===== src/rtl/npc_pkg.sv =====
package npc_pkg;

  typedef struct packed {
    logic jump;
    logic jreg;
    logic branch;
    logic cmp_eq;
    logic lez;
    logic invert;
    logic likely;
    logic link;
  } npc_ctl_t;

  typedef enum logic [1:0] {
    SEL_SEQ  = 2'd0,
    SEL_BR   = 2'd1,
    SEL_JIMM = 2'd2,
    SEL_JREG = 2'd3
  } npc_sel_e;

endpackage


===== src/rtl/npc_cond.sv =====
module npc_cond #(
  parameter int W = 32
) (
  input  logic [W-1:0] a_i,
  input  logic [W-1:0] b_i,
  input  logic         cmp_eq_i,
  input  logic         lez_i,
  input  logic         invert_i,
  output logic         hit_o
);
  logic is_neg, is_zero, raw;

  always_comb begin
    is_neg  = a_i[W-1];
    is_zero = (a_i == '0);
    if (cmp_eq_i)   raw = (a_i == b_i);
    else if (lez_i) raw = is_neg | is_zero;
    else            raw = is_neg;
    hit_o = raw ^ invert_i;
  end
endmodule


===== src/rtl/npc_target.sv =====
module npc_target #(
  parameter int W      = 32,
  parameter int IMM_W  = 16,
  parameter int JIDX_W = 26
) (
  input  logic [W-1:0]      pc_i,
  input  logic [W-1:0]      inst_addr_i,
  input  logic [IMM_W-1:0]  imm_i,
  input  logic [JIDX_W-1:0] jidx_i,
  output logic [W-1:0]      seq_o,
  output logic [W-1:0]      br_o,
  output logic [W-1:0]      jimm_o,
  output logic [W-1:0]      link_o
);
  localparam int OFS_W = IMM_W + 2;
  localparam int HI_W  = W - JIDX_W - 2;

  logic [OFS_W-1:0] ofs;
  logic [W-1:0]     ofs_ext;

  assign ofs     = {imm_i, 2'b00};
  assign ofs_ext = {{(W-OFS_W){ofs[OFS_W-1]}}, ofs};
  assign seq_o   = pc_i + W'(4);
  assign br_o    = inst_addr_i + W'(4) + ofs_ext;
  assign link_o  = inst_addr_i + W'(8);

  generate
    if (HI_W > 0) begin : g_keep_hi
      assign jimm_o = {pc_i[W-1 -: HI_W], jidx_i, 2'b00};
    end else begin : g_no_hi
      assign jimm_o = W'({jidx_i, 2'b00});
    end
  endgenerate
endmodule


===== src/rtl/npc_unit.sv =====
module npc_unit #(
  parameter int          W        = 32,
  parameter int          IMM_W    = 16,
  parameter int          JIDX_W   = 26,
  parameter logic [31:0] RESET_PC = 32'h0
) (
  input  logic              clk,
  input  logic              rst,
  input  logic              stall_i,
  input  logic              exc_valid_i,
  input  logic [W-1:0]      exc_target_i,
  input  logic              dec_valid_i,
  input  logic [W-1:0]      inst_addr_i,
  input  logic [IMM_W-1:0]  imm_i,
  input  logic [JIDX_W-1:0] jidx_i,
  input  logic [W-1:0]      rs_val_i,
  input  logic [W-1:0]      rt_val_i,
  input  logic              ctl_jump_i,
  input  logic              ctl_jreg_i,
  input  logic              ctl_branch_i,
  input  logic              ctl_cmp_eq_i,
  input  logic              ctl_lez_i,
  input  logic              ctl_invert_i,
  input  logic              ctl_likely_i,
  input  logic              ctl_link_i,
  output logic [W-1:0]      pc_o,
  output logic              taken_o,
  output logic              squash_o,
  output logic              delay_slot_o,
  output logic              link_we_o,
  output logic [W-1:0]      link_val_o
);
  import npc_pkg::*;

  npc_ctl_t ctl;
  npc_sel_e sel;
  logic [W-1:0] seq_tgt, br_tgt, jimm_tgt, link_tgt, next_pc;
  logic hit, take, annul;

  always_comb begin
    ctl        = '0;
    if (dec_valid_i) begin
      ctl.jump   = ctl_jump_i;
      ctl.jreg   = ctl_jreg_i;
      ctl.branch = ctl_branch_i;
      ctl.cmp_eq = ctl_cmp_eq_i;
      ctl.lez    = ctl_lez_i;
      ctl.invert = ctl_invert_i;
      ctl.likely = ctl_likely_i;
      ctl.link   = ctl_link_i;
    end
  end

  npc_cond #(.W(W)) i_cond (
    .a_i      (rs_val_i),
    .b_i      (rt_val_i),
    .cmp_eq_i (ctl.cmp_eq),
    .lez_i    (ctl.lez),
    .invert_i (ctl.invert),
    .hit_o    (hit)
  );

  npc_target #(.W(W), .IMM_W(IMM_W), .JIDX_W(JIDX_W)) i_target (
    .pc_i        (pc_o),
    .inst_addr_i (inst_addr_i),
    .imm_i       (imm_i),
    .jidx_i      (jidx_i),
    .seq_o       (seq_tgt),
    .br_o        (br_tgt),
    .jimm_o      (jimm_tgt),
    .link_o      (link_tgt)
  );

  always_comb begin
    if (ctl.jump)                  sel = ctl.jreg ? SEL_JREG : SEL_JIMM;
    else if (ctl.branch && hit)    sel = SEL_BR;
    else                           sel = SEL_SEQ;
    take  = (sel != SEL_SEQ);
    annul = ctl.branch && ctl.likely && !take;
    case (sel)
      SEL_BR:   next_pc = br_tgt;
      SEL_JIMM: next_pc = jimm_tgt;
      SEL_JREG: next_pc = rs_val_i;
      default:  next_pc = seq_tgt;
    endcase
  end

  always_ff @(posedge clk) begin
    if (rst) begin
      pc_o         <= W'(RESET_PC);
      taken_o      <= 1'b0;
      squash_o     <= 1'b0;
      delay_slot_o <= 1'b0;
      link_we_o    <= 1'b0;
      link_val_o   <= '0;
    end else if (exc_valid_i) begin
      pc_o         <= exc_target_i;
      taken_o      <= 1'b0;
      squash_o     <= 1'b0;
      delay_slot_o <= 1'b0;
      link_we_o    <= 1'b0;
    end else if (!stall_i) begin
      pc_o         <= next_pc;
      taken_o      <= take;
      squash_o     <= annul;
      delay_slot_o <= take;
      link_we_o    <= ctl.link;
      if (ctl.link) link_val_o <= link_tgt;
    end
  end
endmodule


===== config.mk =====
export PLATFORM = sky130hd
export DESIGN_NAME = npc_unit
export DESIGN_NICKNAME = d
export VERILOG_FILES = /design/src/rtl/npc_pkg.sv /design/src/rtl/npc_cond.sv /design/src/rtl/npc_target.sv /design/src/rtl/npc_unit.sv
export SDC_FILE = /design/constraint.sdc
export NUM_CORES = 1
export LEC_CHECK = 0
export BUFFER_PORTS_ARGS = -buffer_cell sky130_fd_sc_hd__buf_2
export CAP_MARGIN = 20
export CORE_MARGIN = 5
export CORE_UTILIZATION = 51
export DETAILED_ROUTE_END_ITERATION = 16
export GPL_TIMING_DRIVEN = 0
export PLACE_DENSITY = 0.81
export SLEW_MARGIN = 25
export SYNTH_ARGS = -nofsm -noshare
export SYNTH_HDL_FRONTEND = slang
export SYNTH_SLANG_ARGS = --single-unit

===== constraint.sdc =====
create_clock -name clk -period 2.8 [get_ports clk]
set_input_delay 0 -clock clk [delete_from_list [all_inputs] [get_ports clk]]
set_output_delay 0 -clock clk [all_outputs]
set_load 0.05 [all_outputs]

==> impl_metrics.yaml, run 1 <==
synthesis:
  mappedNetlistArea_mm2: 0.00687
  synth_async_sr_flop_share_pct: 0
  post_synth.cell_area_avg_um2: 7.77
  mappedNetlistNets: 1128
  syn_inst: 885
  synth_flop_cell: "sky130_fd_sc_hd__dfxtp_1"
  synth-seq-area-share_pct: 19.5
  synth_edf_count: 0
  netlist-cell-type-count: 83
  ys_ff_latch: 67
  synth-warning-count: 0
layout:
  post_route_design_area_mm2: 0.00901
  n_fill_cell: 1205
  layout.core_utilization_pct: 68.1
  seq_area_mm2: 0.00134
  post_route_cells_drive_above_1_share_pct: 26.7
  area.growth.synth_to_final_pct: 31.1
  multi_input_area_mm2: 0.00523
  final_nets: 1423
  stdcell_count: 1362
sta:
  finalHoldViolations: 0
  timing.final.max_slew_violations: 0
  setup_viol_count_final: 0
  worst-slew-pin-transition_ps: 885
  max_freq_mhz: 378
  post-route-min-period_ps: 2650
  rsz0062_at_grt: "false"
  finalClockSkew_ps: 5.22
  period_share_pct: 94.6
  timing.max_slew.rel_slack_pct: 40.5
  timing.final.ws_setup_ps: 152
setup_path:
  setup.reg_to_reg.worst_slack_ps: 260
  path_class: "in2reg"
  timing.critical_path.buf_inv: 2
  worstSetupStartpointType: "primary input"
  critPathMaxStageDelay_ps: 400
  cp.required_ps: 3090
  timing.critical_path.max_delay_family: "compound AO/OA/AOI/OAI gates"
  cp_slowest_cell: "sky130_fd_sc_hd__fa_1"
  end_kind: "flip-flop"
  timing.critical_path.cells: "buf_2 > ha_1 > ha_1 > inv_1 > fa_1 > nor2b_2 > o2111ai_1 > a31oi_2 > o211ai_1 > and3_1 > o311a_1 > o31ai_2 > a32o_1"
  worst_path_most_repeated_cell: "sky130_fd_sc_hd__ha_1"
  worst_ep_arrival_time_ps: 2930
  critical_path.max_fanout: 5
placement:
  preCtsSetupSlack_ps: -410
  place.detailed.instances: 1310
  port_buffers: 249
  globalplace.congestion: 0.997
  place.detailed.hpwl_um: 22900
  postPlaceCellArea_mm2: 0.00834
grt:
  grt.total_usage_pct: 34.6
  antenna_violations_before_repair: 2
  grt_start_max_net_pins: 16
  first_global_vias: 8161
  grt_pass1_wl_um: 43600
  overflow: 0
clocking:
  tritoncts.num_buffers: 9
  ctsHtreeMaxLevel: 3
  cts.root.buffer_cell: "sky130_fd_sc_hd__clkbuf_16"
  longest_clk_path_bufs: 2
  clkLatencyLatePin_ps: 350
  tritoncts: "yes"
  cts_num_sinks: 67
  clk_pin_slew_worst_paths_ps: 50
routing:
  detail_route.drc_violations: 0
  vias_per_cell: 6.26
  postRouteWirelength_um: 29000
  drt-initial-drc-count: 853
  final_ant_viol_nets: 0
  drt-wirelength-per-cell_um: 21.3
  first_pass_iters: 6
  dr_total_vias: 8526
power:
  pwr_density_cell_mw_per_mm2: 417
  ir_worst_vdd_mv: 0.238
  design_power_total_w: 0.00376
  power.leakage_nw: 3.91
die:
  die_w_um: 126
  placementRows: 42
  floorplan.initialDensity_pct: 51.9
  die_area_mm2: 0.0159
  chipHeight_um: 126
  design.core.area_mm2: 0.0132
  number_of_placed_i_o_pins: 251
outcome:
  status: "completed"
run:
  cap_viol_max_count: 0
worst_hold_path:
  min-delay-path-class: "in2reg"
## cell type report
class	count	share of cell area (%)
clock buffer	11	2.69
clock inverter	5	0.583
tap	176	2.44
inverter	30	1.25
sequential	67	14.9
buffer	43	2.36
multi-input combinational	745	58.1
antenna	1	0.0278
timing repair buffer	284	17.7
## registers in the layout, summed over array words and instances, names as in the netlist
| signal | flops |
|---|---|
| delay_slot_o | 1 |
| link_val_o | 32 |
| link_we_o | 1 |
| pc_o | 32 |
| squash_o | 1 |
## power by group
group | total [W] | switching (W) | internal [W]
clock network | 0.00116 | 0.000455 | 0.000709
registers | 0.00106 | 0.0000560 | 0.00101
logic | 0.00154 | 0.000956 | 0.000579
## worst register-to-register path: cells and delay by family (launching register included)
kind / cells / cell delay (ps)
DFF: 1 / 470
and+or+nand+nor: 4 / 1680
AOI/OAI and AO/OA: 2 / 240
## timing repair
action	CTS	global route
setup endpoints to repair	1	8
pin swaps	0	2
hold buffers	35	0
setup buffers	0	0
gates resized for setup	1	4
hold endpoints to repair	35	0
## routing by layer
layer	GRT usage, %	vias to the layer above	part of all wire [%]
met5	0	-	0.031
met1	41.7	3919	38
met3	12.2	113	13
li1	-	3926	-
met2	54.8	566	45
met4	16.8	2	4.9
## metrics by stage
stage	hold slack [ps]	TNS [ps]
finish	9.51	0
global route	30.5	0
CTS	8.59	0
detailed placement	208	-1720
global placement	203	-961
floorplan	96.4	0
## kinds of logic after synthesis
group	synth area share, %
flip-flops	19.5
buffers and inverters	4.73
multiplexers	4.17
AO/OA/AOI/OAI	25.2
XOR/XNOR	11.2
adder cells (fa/ha/maj)	11.0
AND/OR/NAND/NOR	24.1
## synth_stat cells, types with 7 or more instances
cell type	n	area (µm²)
sky130_fd_sc_hd__xnor2_1	63	552
sky130_fd_sc_hd__dfxtp_1	67	1340
sky130_fd_sc_hd__o221ai_1	8	70.1
sky130_fd_sc_hd__o31ai_1	7	52.6
sky130_fd_sc_hd__or2_2	7	43.8
sky130_fd_sc_hd__a211oi_1	35	263
sky130_fd_sc_hd__a31oi_1	9	56.3
sky130_fd_sc_hd__nand2b_1	7	43.8
sky130_fd_sc_hd__a21o_1	8	60.1
sky130_fd_sc_hd__xor2_1	25	219
sky130_fd_sc_hd__mux2_2	9	101
sky130_fd_sc_hd__nand3_1	36	180
sky130_fd_sc_hd__inv_1	30	113
sky130_fd_sc_hd__nand2_1	72	270
sky130_fd_sc_hd__nor4_1	15	93.8
sky130_fd_sc_hd__nor3_1	27	135
sky130_fd_sc_hd__a21oi_1	52	260
sky130_fd_sc_hd__o21ai_1	7	35.0
sky130_fd_sc_hd__nand4_1	24	150
sky130_fd_sc_hd__o21ai_0	33	165
sky130_fd_sc_hd__ha_1	59	738
sky130_fd_sc_hd__clkbuf_1	28	105
sky130_fd_sc_hd__and3_1	19	119
sky130_fd_sc_hd__mux2i_1	17	170
sky130_fd_sc_hd__nor2_1	82	308
## final timing paths
kind                    to  cells after the start      startpoint
min reg2reg  link_val_o[4]                      2   link_val_o[4]
max reg2reg       pc_o[31]                      6         pc_o[4]
max               pc_o[25]                     13  inst_addr_i[3]
min          link_val_o[6]                      3  inst_addr_i[6]
## cells in the final DEF (no fill, tap or decap), types with 30 or more instances in the layout
cell / netlist / layout
sky130_fd_sc_hd__buf_2: 2 / 251
sky130_fd_sc_hd__nor2_1: 82 / 82
sky130_fd_sc_hd__nand2_1: 72 / 72
sky130_fd_sc_hd__dfxtp_1: 67 / 67
sky130_fd_sc_hd__xnor2_1: 63 / 63
sky130_fd_sc_hd__ha_1: 59 / 59
sky130_fd_sc_hd__a21oi_1: 52 / 52
sky130_fd_sc_hd__nand3_1: 36 / 36
sky130_fd_sc_hd__a211oi_1: 35 / 35
sky130_fd_sc_hd__dlygate4sd3_1: 0 / 35
sky130_fd_sc_hd__o21ai_0: 33 / 33
sky130_fd_sc_hd__inv_1: 30 / 30
No activity file was read; power rests on OpenSTA's default activity.
==> run 2: changes to the inputs <==
--- a/config.mk
+++ b/config.mk
@@ -7,11 +7,13 @@
 export LEC_CHECK = 0
 export BUFFER_PORTS_ARGS = -buffer_cell sky130_fd_sc_hd__buf_2
 export CAP_MARGIN = 20
+export CELL_PAD_IN_SITES_DETAIL_PLACEMENT = 1
+export CELL_PAD_IN_SITES_GLOBAL_PLACEMENT = 2
 export CORE_MARGIN = 5
-export CORE_UTILIZATION = 51
+export CORE_UTILIZATION = 25
 export DETAILED_ROUTE_END_ITERATION = 16
 export GPL_TIMING_DRIVEN = 0
-export PLACE_DENSITY = 0.81
+export PLACE_DENSITY = 0.77
 export SLEW_MARGIN = 25
 export SYNTH_ARGS = -nofsm -noshare
 export SYNTH_HDL_FRONTEND = slang
==> constraint.sdc (replaced) <==
create_clock -name clk -period 2.42 [get_ports clk]
set_input_delay 0 -clock clk [delete_from_list [all_inputs] [get_ports clk]]
set_output_delay 0 -clock clk [all_outputs]
set_load 0.05 [all_outputs]
==> impl_metrics.yaml, run 2 (same netlist as run 1, synthesis figures left out) <==
outcome:
  status: "completed"
layout:
  n_fill_cell: 3350
  seq_area_mm2: 0.00135
  multi_input_area_mm2: 0.00570
  mostFrequentLayoutCell: "sky130_fd_sc_hd__buf_2"
  biggestRegsByFlops: "link_val_o (32), pc_o (32)"
  antenna_cells_inserted: 0
  post_route_cells_drive_above_1_share_pct: 33.4
  area.growth.synth_to_final_pct: 44.6
  layout_common_cells: "246 x sky130_fd_sc_hd__buf_2, 81 x sky130_fd_sc_hd__nor2_1, 72 x sky130_fd_sc_hd__nand2_1"
  layout.core_utilization_pct: 36.8
  stdcell_count: 1550
  final_nets: 1447
sta:
  rsz0062_at_grt: "true"
  finalHoldViolations: 0
  post-route-min-period_ps: 2420
  finalClockSkew_ps: 5.41
  timing.max_slew.rel_slack_pct: 28.0
  period_share_pct: 100
  timing.final.max_slew_violations: 0
  worst-slew-pin-transition_ps: 1080
  setup_viol_count_final: 0
  max_freq_mhz: 413
routing:
  final_ant_viol_nets: 0
  vias_per_cell: 5.51
  top_signal_layer_used: "met5"
  drt-wirelength-per-cell_um: 23.8
  routedLengthMet1_um: 15800
  detailroute.wirelength.met2_um: 17300
  drt-initial-drc-count: 503
  first_pass_iters: 5
  met3_wirelength_um: 2630
  detail_route.drc_violations: 0
  dr_total_vias: 8536
  postRouteWirelength_um: 36900
clocking:
  tritoncts.num_buffers: 9
  ctsHtreeMaxLevel: 3
  cts_num_sinks: 67
  longest_clk_path_bufs: 2
  cts.root.buffer_cell: "sky130_fd_sc_hd__clkbuf_16"
  clkLatencyLatePin_ps: 360
  clk_pin_slew_worst_paths_ps: 60
  tritoncts: "yes"
setup_path:
  critical_path.max_fanout: 10
  cp.required_ps: 2630
  worst_r2r_startpoint: "pc_o[9]"
  worst_ep_arrival_time_ps: 2630
  worstReg2RegEnd: "pc_o[21]"
  worstSetupStartpointType: "primary input"
  reg2regPathDepth: 7
  end_kind: "flip-flop"
  path_class: "in2reg"
  setup.reg_to_reg.worst_slack_ps: 60
power:
  pwr_density_cell_mw_per_mm2: 484
  design_power_total_w: 0.00481
  power.leakage_nw: 4.17
  ir_worst_vdd_mv: 0.344
grt:
  overflow: 0
  grt_pass1_wl_um: 53900
  antenna_violations_before_repair: 1
  first_global_vias: 8884
  grt.total_usage_pct: 22.8
  grt_start_max_net_pins: 16
die:
  number_of_placed_i_o_pins: 251
  die_w_um: 176
  design.core.area_mm2: 0.0270
  placementRows: 60
  die_area_mm2: 0.0309
  floorplan.initialDensity_pct: 25.4
  chipHeight_um: 176
placement:
  place.detailed.hpwl_um: 29600
  port_buffers: 249
  globalplace.congestion: 0.940
  place.detailed.instances: 1475
worst_hold_path:
  holdPathStages: 3
  min_from: "exc_target_i[27]"
  min-delay-path-class: "in2reg"
  hold-path-endpoint: "pc_o[27]"
run:
  cap_viol_max_count: 0
==> run 2: cell count changes in the layout (fill, tap and decap cells not counted), moves of 5 or more <==
cell / delta
sky130_fd_sc_hd__nor4_4: +6
sky130_fd_sc_hd__dfxtp_2: +9
sky130_fd_sc_hd__buf_2: -5
sky130_fd_sc_hd__ha_1: -19
sky130_fd_sc_hd__ha_4: +14
sky130_fd_sc_hd__ha_2: +5
sky130_fd_sc_hd__dfxtp_1: -9
sky130_fd_sc_hd__buf_4: +26
==> run 2: worst max path at each step <==
| stage | cells past startpoint | to | slack (ps) | from |
|---|---|---|---|---|
| floorplan | 12 | pc_o[25] | -10 | inst_addr_i[3] |
| global placement | 10 | pc_o[23] | -820 | rs_val_i[23] |
| detailed placement | 10 | pc_o[23] | -780 | rs_val_i[23] |
| CTS | 11 | pc_o[24] | -20 | inst_addr_i[9] |
| global route | 11 | pc_o[30] | -50 | rs_val_i[29] |
| finish | 10 | pc_o[14] | 0.7 | rs_val_i[29] |
==> run 2: cell type report <==
class / count / share of cell area (%)
Sequential cell: 67 / 13.6
Clock inverter: 6 / 0.893
Multi-Input combinational cell: 745 / 57.3
Inverter: 30 / 1.13
Clock buffer: 10 / 2.40
Timing Repair Buffer: 309 / 18.1
Tap cell: 341 / 4.29
Buffer: 42 / 2.23
==> run 2: repair_timing <==
item,4_1_cts,5_1_grt
hold endpoints to repair,33,0
hold buffers,34,0
setup buffers,13,13
resized for setup,46,42
pin swaps,20,21
endpoints found under the setup margin,34,34
==> run 2: per-layer routing <==
| layer | up-vias | track usage, % |
|---|---|---|
| met5 | - | 0 |
| met2 | 335 | 38.1 |
| met3 | 71 | 5.36 |
| met4 | 2 | 7.31 |
| li1 | 3965 | - |
| met1 | 4163 | 29.0 |
==> run 2: power by group <==
group	switching [W]	internal, W	total [W]
clock	0.000604	0.000932	0.00154
combinational	0.00124	0.000796	0.00204
sequential	0.0000727	0.00117	0.00124
==> run 2: stage by stage <==
step / worst slack [ps] / hold slack (ps) / area (µm²) / TNS [ps]
after detailed placement: -780 / 212 / 8570 / -21160
after CTS: -20.3 / 1.36 / 9610 / -31.1
after floorplan: -12.8 / 96.4 / 6900 / -12.8
after global routing: -53.9 / 20.0 / 9940 / -67.2
final: 0.731 / 1.71 / 9940 / 0
after global placement: -825 / 203 / 8570 / -22180
==> run 2: critical path, stage by stage <==
cell                       delay (ps)
sky130_fd_sc_hd__buf_2            140
sky130_fd_sc_hd__nor4_4           470
sky130_fd_sc_hd__and4_1           270
sky130_fd_sc_hd__a41o_1           200
sky130_fd_sc_hd__mux2_4           340
sky130_fd_sc_hd__nor3_4           360
sky130_fd_sc_hd__nor2_2            90
sky130_fd_sc_hd__buf_4            220
sky130_fd_sc_hd__a211oi_1         400
sky130_fd_sc_hd__o41ai_2          140
==> run 3: changes to the inputs <==
--- a/config.mk
+++ b/config.mk
@@ -5,15 +5,16 @@
 export SDC_FILE = /design/constraint.sdc
 export NUM_CORES = 1
 export LEC_CHECK = 0
+export ABC_AREA = 1
 export BUFFER_PORTS_ARGS = -buffer_cell sky130_fd_sc_hd__buf_2
 export CAP_MARGIN = 20
 export CELL_PAD_IN_SITES_DETAIL_PLACEMENT = 1
 export CELL_PAD_IN_SITES_GLOBAL_PLACEMENT = 2
 export CORE_MARGIN = 5
-export CORE_UTILIZATION = 25
+export CORE_UTILIZATION = 24
 export DETAILED_ROUTE_END_ITERATION = 16
 export GPL_TIMING_DRIVEN = 0
-export PLACE_DENSITY = 0.77
+export PLACE_DENSITY = 0.78
 export SLEW_MARGIN = 25
 export SYNTH_ARGS = -nofsm -noshare
 export SYNTH_HDL_FRONTEND = slang
==> impl_metrics.yaml, run 3 <==
layout:
  stdcell_count: 1904
  n_fill_cell: 4066
  layout_common_cells: "283 x sky130_fd_sc_hd__nand2_1, 251 x sky130_fd_sc_hd__buf_2, 164 x sky130_fd_sc_hd__nor2_1"
  biggestRegsByFlops: "link_val_o (32), pc_o (32)"
  layout.core_utilization_pct: 32.0
  area.growth.synth_to_final_pct: 31.8
  mostFrequentLayoutCell: "sky130_fd_sc_hd__nand2_1"
  final_nets: 1745
  post_route_cells_drive_above_1_share_pct: 21.4
setup_path:
  worst_r2r_startpoint: "pc_o[13]"
  timing.critical_path.cells: "nand2_1 > nor3_1 > nand2_1 > nor4_1 > xor2_1 > nand3_1 > nand4_1 > nand2_1 > a21oi_1"
  worst_ep_arrival_time_ps: 2550
  worst_path_most_repeated_cell: "sky130_fd_sc_hd__nand2_1"
  path_class: "reg2reg"
  worstReg2RegEnd: "pc_o[29]"
  setup.reg_to_reg.worst_slack_ps: 140
  worstSetupStartpointType: "flip-flop"
  reg2regPathDepth: 9
  critPathMaxStageDelay_ps: 550
  startpoint: "pc_o[13]"
  cp_slowest_cell: "sky130_fd_sc_hd__dfxtp_1"
  end_kind: "flip-flop"
  cp.required_ps: 2700
  critical_path.max_fanout: 7
  timing.critical_path.buf_inv: 0
  timing.critical_path.max_delay_family: "simple AND/OR/NAND/NOR gates"
grt:
  first_global_vias: 9382
  grtUsageMet1_pct: 26.1
  routing_usage_on_met3_pct: 3.15
  grt.total_usage_pct: 19.9
  gr-max-usage-layer: "met2"
  antenna_violations_before_repair: 2
  overflow: 0
  grt_pass1_wl_um: 52900
  grt_start_max_net_pins: 16
  met2_capacity_usage_during_global_routing_pct: 34.3
die:
  placementRows: 64
  number_of_placed_i_o_pins: 251
  floorplan.initialDensity_pct: 24.3
  chipHeight_um: 186
  die_area_mm2: 0.0347
  die_w_um: 186
  design.core.area_mm2: 0.0307
routing:
  drt-initial-drc-count: 392
  drt-wirelength-per-cell_um: 18.5
  final_ant_viol_nets: 0
  vias_per_cell: 4.73
  detail_route.drc_violations: 0
  dr_total_vias: 9014
  postRouteWirelength_um: 35200
  first_pass_iters: 5
synthesis:
  post_synth.cell_area_avg_um2: 6.14
  synth.area.top_cells: "sky130_fd_sc_hd__dfxtp_1 18%, sky130_fd_sc_hd__nand2_1 14%, sky130_fd_sc_hd__ha_1 9.9%"
  synth_most_common_cell: "sky130_fd_sc_hd__nand2_1"
  yosys.area.top_type_share_pct: 18.0
  syn_inst: 1215
  synth_async_sr_flop_share_pct: 0
  synth.top_cells.by_count: "285 x sky130_fd_sc_hd__nand2_1, 164 x sky130_fd_sc_hd__nor2_1, 160 x sky130_fd_sc_hd__inv_1"
  synth_edf_count: 0
  post_synthesis_cell_type_with_the_largest_combined_area: "sky130_fd_sc_hd__dfxtp_1"
  synth-warning-count: 0
  synth-seq-area-share_pct: 18.0
  ys_ff_latch: 67
  mappedNetlistArea_mm2: 0.00745
  mappedNetlistNets: 1458
  synth_flop_cell: "sky130_fd_sc_hd__dfxtp_1"
  netlist-cell-type-count: 46
sta:
  post-route-min-period_ps: 2280
  finalHoldWorstSlack_ps: 6.75
  timing.max_slew.rel_slack_pct: 33.1
  timing.final.max_slew_violations: 0
  worst-slew-pin-transition_ps: 1000
  finalHoldViolations: 0
  setup_viol_count_final: 0
  finalClockSkew_ps: 2.82
  period_share_pct: 94.1
  max_freq_mhz: 439
worst_hold_path:
  min-delay-path-class: "in2reg"
  holdPathStages: 5
  min_from: "exc_target_i[26]"
  hold-path-endpoint: "pc_o[26]"
clocking:
  cts_num_sinks: 67
  ctsHtreeMaxLevel: 3
  tritoncts.num_buffers: 9
  clk_pin_slew_worst_paths_ps: 60
  tritoncts: "yes"
  longest_clk_path_bufs: 2
  cts.root.buffer_cell: "sky130_fd_sc_hd__clkbuf_16"
  clkLatencyLatePin_ps: 360
placement:
  port_buffers: 249
  place.detailed.hpwl_um: 29800
  globalplace.congestion: 0.899
  place.detailed.instances: 1860
outcome:
  status: "completed"
power:
  pwr_density_cell_mw_per_mm2: 443
  ir_worst_vdd_mv: 0.322
  design_power_total_w: 0.00435
  power.leakage_nw: 5.11
run:
  cap_viol_max_count: 0
==> run 3: cell count changes after synthesis, sizes merged, moves of 28 or more <==
cell / before / now
a211oi: 38 / 0
inv: 30 / 162
nand2: 73 / 290
nand3: 36 / 70
nor2: 84 / 171
o21ai: 40 / 89
xor2: 25 / 53
==> run 3: layer usage <==
metal | vias to the layer above | wire [µm]
li1 | 4519 | -
met1 | 4260 | 16000
met2 | 200 | 16900
met3 | 33 | 1750
met4 | 2 | 523
met5 | - | 7
==> run 3: area by class of cell <==
| cell class | count | area [µm²] | share of cell area, % |
|---|---|---|---|
| multi-input combinational | 951 | 5400 | 54.9 |
| timing repair buffer | 276 | 1510 | 15.4 |
| inverter | 163 | 612 | 6.23 |
| clock buffer | 11 | 243 | 2.47 |
| clock inverter | 5 | 52.6 | 0.535 |
| sequential | 67 | 1340 | 13.7 |
| tap | 396 | 495 | 5.04 |
| antenna | 1 | 2.50 | 0.0255 |
| buffer | 34 | 169 | 1.72 |
==> run 3: timing repair <==
item | 4_1_cts | 5_1_grt
hold endpoints to repair | 23 | 0
gates resized for setup | 0 | 18
setup buffers | 0 | 3
setup endpoints to repair | 0 | 9
hold buffers | 24 | 0
==> run 3: worst max-delay path by stage <==
| stage | to | depth (start not counted) |
|---|---|---|
| after floorplan | pc_o[22] | 12 |
| after global placement | pc_o[27] | 14 |
| final | pc_o[29] | 9 |
| after detailed placement | pc_o[24] | 15 |
| after global routing | pc_o[25] | 18 |
| after CTS | pc_o[26] | 12 |
==> run 3: cells by family after synthesis <==
group           share of synthesized area (%)
compound gates                           16.0
xor+xnor                                 11.3
fa+ha+maj                                10.2
buf+inv                                  10.5
flops                                    18.0
simple gates                             34.1
==> run 3: metrics by stage <==
stage                     setup WS [ps]  cell area [µm²]  TNS (ps)
after CTS                          2.34             9730         0
final                               143             9830         0
after floorplan                    82.1             7450         0
after global routing              -29.3             9830     -29.3
after global placement             -248             9200     -1470
after detailed placement           -274             9200     -2130
==> run 3: worst reg2reg max path: stages, from the launching register on <==
cell and delay, ps:
sky130_fd_sc_hd__dfxtp_1 550, sky130_fd_sc_hd__nand2_1 230, sky130_fd_sc_hd__nor3_1 210, sky130_fd_sc_hd__nand2_1 110, sky130_fd_sc_hd__nor4_1 460, sky130_fd_sc_hd__xor2_1 220, sky130_fd_sc_hd__nand3_1 100, sky130_fd_sc_hd__nand4_1 120
sky130_fd_sc_hd__nand2_1 70, sky130_fd_sc_hd__a21oi_1 130
==> run 3: power breakdown <==
group	leakage [nW]	internal (W)	total (W)	switching, W
combinational	4.42	0.000604	0.00173	0.00113
clock	0.145	0.000822	0.00139	0.000566
sequential	0.549	0.00116	0.00123	0.0000699
